File: src/rtl/cfg_xlate.sv
module cfg_xlate #(
  parameter int BUS_W = 8,
  parameter int DEV_W = 5,
  parameter int FN_W  = 3,
  parameter int OFS_W = 12,
  parameter int AW    = 32,
  parameter int DW    = 32,
  parameter logic [AW-1:0] LOCAL_BASE = 32'h01FF_C000,
  parameter logic [AW-1:0] IO_BASE    = 32'h0100_0000,
  parameter int SPAN_LOG2 = 24,
  parameter int WIN_LOG2  = 20
) (
  input  logic             clk,
  input  logic             rst_n,
  input  logic             req_vld,
  input  logic             req_wr,
  input  logic [BUS_W-1:0] req_bus,
  input  logic [DEV_W-1:0] req_dev,
  input  logic [FN_W-1:0]  req_fn,
  input  logic [OFS_W-1:0] req_ofs,
  input  logic             cpl_vld,
  input  logic             cpl_fault,
  input  logic [DW-1:0]    cpl_data,
  output logic             out_vld,
  output logic [AW-1:0]    out_addr,
  output logic [2:0]       out_type,
  output logic [AW-1:0]    out_target,
  output logic             out_err,
  output logic             out_skip,
  output logic             rd_vld,
  output logic [DW-1:0]    rd_data
);
  localparam logic [AW-1:0] WIN_BASE = IO_BASE + AW'(1 << SPAN_LOG2) - AW'(1 << WIN_LOG2);
  localparam int TGT_PAD = AW - BUS_W - DEV_W - FN_W;
  localparam logic [2:0] TYPE0 = 3'd4;
  localparam logic [2:0] TYPE1 = 3'd5;

  wire bus0 = (req_bus == '0);
  wire bus1 = (req_bus == BUS_W'(1));
  wire bad  = (bus0 && req_dev > DEV_W'(1)) || (bus1 && req_dev != '0);

  wire [AW-1:0] ofs_al  = AW'({req_ofs[OFS_W-1:2], 2'b00});
  wire [AW-1:0] addr_n  = (bus0 ? LOCAL_BASE : WIN_BASE) + ofs_al;
  wire [AW-1:0] tgt_n   = bus0 ? '0 : {req_bus, req_dev, req_fn, {TGT_PAD{1'b0}}};
  wire [2:0]    type_n  = (req_bus < BUS_W'(2)) ? TYPE0 : TYPE1;
  wire          bad_rd  = req_vld && !req_wr && bad;

  always_ff @(posedge clk) begin
    if (!rst_n) begin
      out_vld    <= 1'b0;
      out_addr   <= '0;
      out_type   <= '0;
      out_target <= '0;
      out_err    <= 1'b0;
      out_skip   <= 1'b0;
    end else begin
      out_vld    <= req_vld;
      out_addr   <= (req_vld && !bad) ? addr_n : '0;
      out_type   <= (req_vld && !bad) ? type_n : '0;
      out_target <= (req_vld && !bad) ? tgt_n  : '0;
      out_err    <= req_vld && bad && req_wr;
      out_skip   <= req_vld && bad;
    end
  end

  always_ff @(posedge clk) begin
    if (!rst_n) begin
      rd_vld  <= 1'b0;
      rd_data <= '0;
    end else begin
      rd_vld  <= bad_rd || cpl_vld;
      if (cpl_vld && !cpl_fault) rd_data <= cpl_data;
      else if (cpl_vld || bad_rd) rd_data <= '1;
      else rd_data <= '0;
    end
  end


  result_pulse_chk: assert property (@(posedge clk) disable iff (!rst_n)
    out_vld == $past(req_vld));

  idle_zero_chk: assert property (@(posedge clk) disable iff (!rst_n)
    !out_vld |-> (out_addr == '0 && out_target == '0 && out_type == '0 && !out_err && !out_skip));

  err_implies_skip_chk: assert property (@(posedge clk) disable iff (!rst_n)
    out_err |-> (out_vld && out_skip && out_addr == '0));

  type_code_chk: assert property (@(posedge clk) disable iff (!rst_n)
    (out_vld && !out_skip) |-> (out_type == TYPE0 || out_type == TYPE1));

  addr_align_chk: assert property (@(posedge clk) disable iff (!rst_n)
    out_vld |-> out_addr[1:0] == 2'b00);

  fault_ones_chk: assert property (@(posedge clk) disable iff (!rst_n)
    (cpl_vld && cpl_fault) |=> (rd_vld && rd_data == '1));

  bad_read_ones_chk: assert property (@(posedge clk) disable iff (!rst_n)
    (out_vld && out_skip && !out_err) |-> (rd_vld && rd_data == '1));
endmodule

File: config.mk
export PLATFORM = sky130hd
export DESIGN_NAME = cfg_xlate
export DESIGN_NICKNAME = d
export VERILOG_FILES = /design/src/rtl/cfg_xlate.sv
export SDC_FILE = /design/constraint.sdc
export NUM_CORES = 1
export LEC_CHECK = 0
export BUFFER_PORTS_ARGS = -buffer_cell sky130_fd_sc_hd__buf_2
export CAP_MARGIN = 20
export CELL_PAD_IN_SITES_DETAIL_PLACEMENT = 0
export CELL_PAD_IN_SITES_GLOBAL_PLACEMENT = 1
export CORE_MARGIN = 5
export CORE_UTILIZATION = 30
export CTS_BUF_LIST = sky130_fd_sc_hd__clkbuf_8 sky130_fd_sc_hd__clkbuf_16
export DETAILED_ROUTE_END_ITERATION = 8
export PLACE_DENSITY = 0.8
export SYNTH_ARGS = -nofsm -noshare
export SYNTH_HDL_FRONTEND = slang
export SYNTH_SLANG_ARGS = --single-unit
File: constraint.sdc
create_clock -name clk -period 3.35 [get_ports clk]
set_input_delay 1.005 -clock clk [delete_from_list [all_inputs] [get_ports clk]]
set_output_delay 1.005 -clock clk [all_outputs]
set_load 0.01 [all_outputs]
==> impl_metrics.json <==
{
  "syn_inst": 231,
  "ys_seq_area_share_pct": 55.14,
  "cts_tree": "done",
  "timing.setup.critical_path_class": "input port to flip-flop",
  "path_max_fanout": 44,
  "grt_pass1_vias": 1898,
  "gp_congestion": 0.7434,
  "power_leakage_nw": 1.651,
  "dieArea_um2": 9740,
  "path_buf_inv": 2,
  "yosysWarnings": 0,
  "cts_hold_buf": 0,
  "antenna_cells": 0,
  "coreArea_um2": 7687,
  "critical_path.endpoint_type": "flip-flop",
  "utilization_pct": 40.69,
  "dp_cells": 449,
  "finalCritPeriodShare_pct": 67.51,
  "hp-class": "input port to flip-flop",
  "vias": 1935,
  "area_delta_synth_final_pct": 32.56,
  "synth_top_area_share_pct": 55.14,
  "die_x_um": 98.69,
  "finalHoldViolCount": 0,
  "synthTopCellsByArea": "dfxtp_1 55%, buf_4 12%, a211oi_1 10%, nor2_1 5.2%, and3_1 3.7%",
  "avgSynthCellArea_um2": 10.22,
  "status": "finished clean",
  "setup_viol": 0,
  "drt_wl_total_mm": 5.837,
  "synth_area_um2": 2360,
  "power_density_nw_per_um2": 516.9,
  "placedInstanceArea_um2": 2942,
  "cp_slowest_cell": "or4_4",
  "final_max_slew_viol_count": 0,
  "cts_sinks": 65,
  "path_cells": "buf_2, or4_4, o211ai_4, buf_4, a211oi_1",
  "path_delay_family": "simple AND/OR/NAND/NOR gates",
  "via_per_inst": 4.161,
  "port_buffers": 138,
  "drive_gt1_share_pct": 45.73,
  "cap_violations": 0,
  "yosysTopAreaCell": "dfxtp_1",
  "max_freq_ghz": 0.4422,
  "final_cells": 465,
  "cp-start-kind": "input port",
  "grt_use_total_pct": 11.55,
  "whs_ns": 0.8735,
  "ys.flop_type": "dfxtp_1",
  "final_cell_area_um2": 3128,
  "numCtsBuffers": 9,
  "tns_ns": 0,
  "finalCriticalPeriod_ns": 2.262,
  "grt-ovfl-total": 0,
  "cpPeakStageDelay_ns": 0.57,
  "grt_max_degree": 45,
  "nets": 424,
  "die_y_um": 98.69,
  "vdd_drop_max_v": 0.0002075,
  "async_flop_share_pct": 0,
  "yosysUniqueCellTypes": 23,
  "hp-start": "req_bus[0]",
  "remaining_drc_errors": 0,
  "initial_utilization_pct": 30.70,
  "final_antenna_net_count": 0,
  "clockRootBuffer": "clkbuf_8",
  "slew_headroom_pct": 32.70,
  "path_clk_slew_ns": 0.07,
  "dp_hpwl_mm": 4.401,
  "cts_resized": 0,
  "grt_pass1_wl_mm": 9.025,
  "yosysMostFrequentCell": "dfxtp_1",
  "ys_ff_latch": 65,
  "io_pins": 169,
  "crit_start": "req_dev[4]",
  "cp.required_ns": 3.51,
  "synth_edf_count": 0,
  "antenna_found_initial": 0,
  "tightest_slew_ns": 1.008,
  "critical_path_arrival_ns": 2.42,
  "wl_per_cell_um": 12.55,
  "drtIter0Drc": 49,
  "cts_setup_buffers": 0,
  "clock_path_buffers": 2,
  "row_count": 32,
  "htreeDepth": 3,
  "netlist_top_cells_count": "65 x dfxtp_1, 38 x buf_4, 33 x nor2_1, 32 x a211oi_1, 14 x and3_1",
  "first_pass_iters": 4,
  "rsz0062_at_grt": "false"
}
-- layer usage --
metal	vias to the layer above	track usage, %	wire [µm]
li1	977	-	-
met1	862	12.25	2237
met2	90	19.76	2912
met3	6	4.812	613
met4	0	5.672	73
met5	-	0	0
-- path summary, 6_finish.rpt --
| path | to | cells after the start | slack (ns) |
|---|---|---|---|
| worst min-delay path | out_addr[19] | 2 | 0.87 |
| worst max-delay path | rd_data[27] | 5 | 1.09 |
-- flip-flops by register name, summed over array words and instances (netlist names) --
| name | cells |
|---|---|
| out_target | 16 |
| out_type | 1 |
| rd_vld | 1 |
| out_skip | 1 |
| rd_data | 32 |
| out_addr | 12 |
| out_vld | 1 |
| out_err | 1 |
-- placed cells by master, fill, tap and decap left out, drive strengths merged --
cell type    n
buf        142
dfxtp       65
nor2        33
a211oi      32
conb        28
and3        19
clkbuf       9
nor3b        6
clkinv       5
inv          4
and2         3
nor4         3
nand2        2
nor3         2
nand2b       2
a21oi        2
or4          1
o211ai       1
o211a        1
nor2b        1
o21ai        1
bufinv       1
-- report_power, final --
group / leakage [nW] / internal (mW) / switching, mW / total (mW)
registers: 0.534 / 0.807 / 0.00817 / 0.815
clock network: 0.104 / 0.337 / 0.290 / 0.627
logic: 1.01 / 0.0742 / 0.100 / 0.175
-- area by class of cell --
cell class                 count  area [µm²]
fill                         802        4559
clock inverter                 7       62.56
sequential                    65        1301
clock buffer                   9       123.9
timing repair buffer         142       720.7
tap                          102       127.6
multi-input combinational    137       780.7
inverter                       3       11.26
-- logic make-up after synthesis --
kind of cell	count (synthesis)	share of synthesized area, %
AND/OR/NAND/NOR	72	16.33
flip-flops	65	55.14
buffers and inverters	56	16.22
AO/OA/AOI/OAI	37	12.14
other	1	0.1589
-- per-stage QoR --
stage               total power, mW  setup slack [ns]
finish                        1.617             1.088
global route                  1.701             1.025
CTS                           1.648             1.100
detailed placement            1.010            0.7343
global placement              1.008            0.7383
floorplan                    0.9490             1.134
Note: power is estimated with default switching activity, not from simulation.
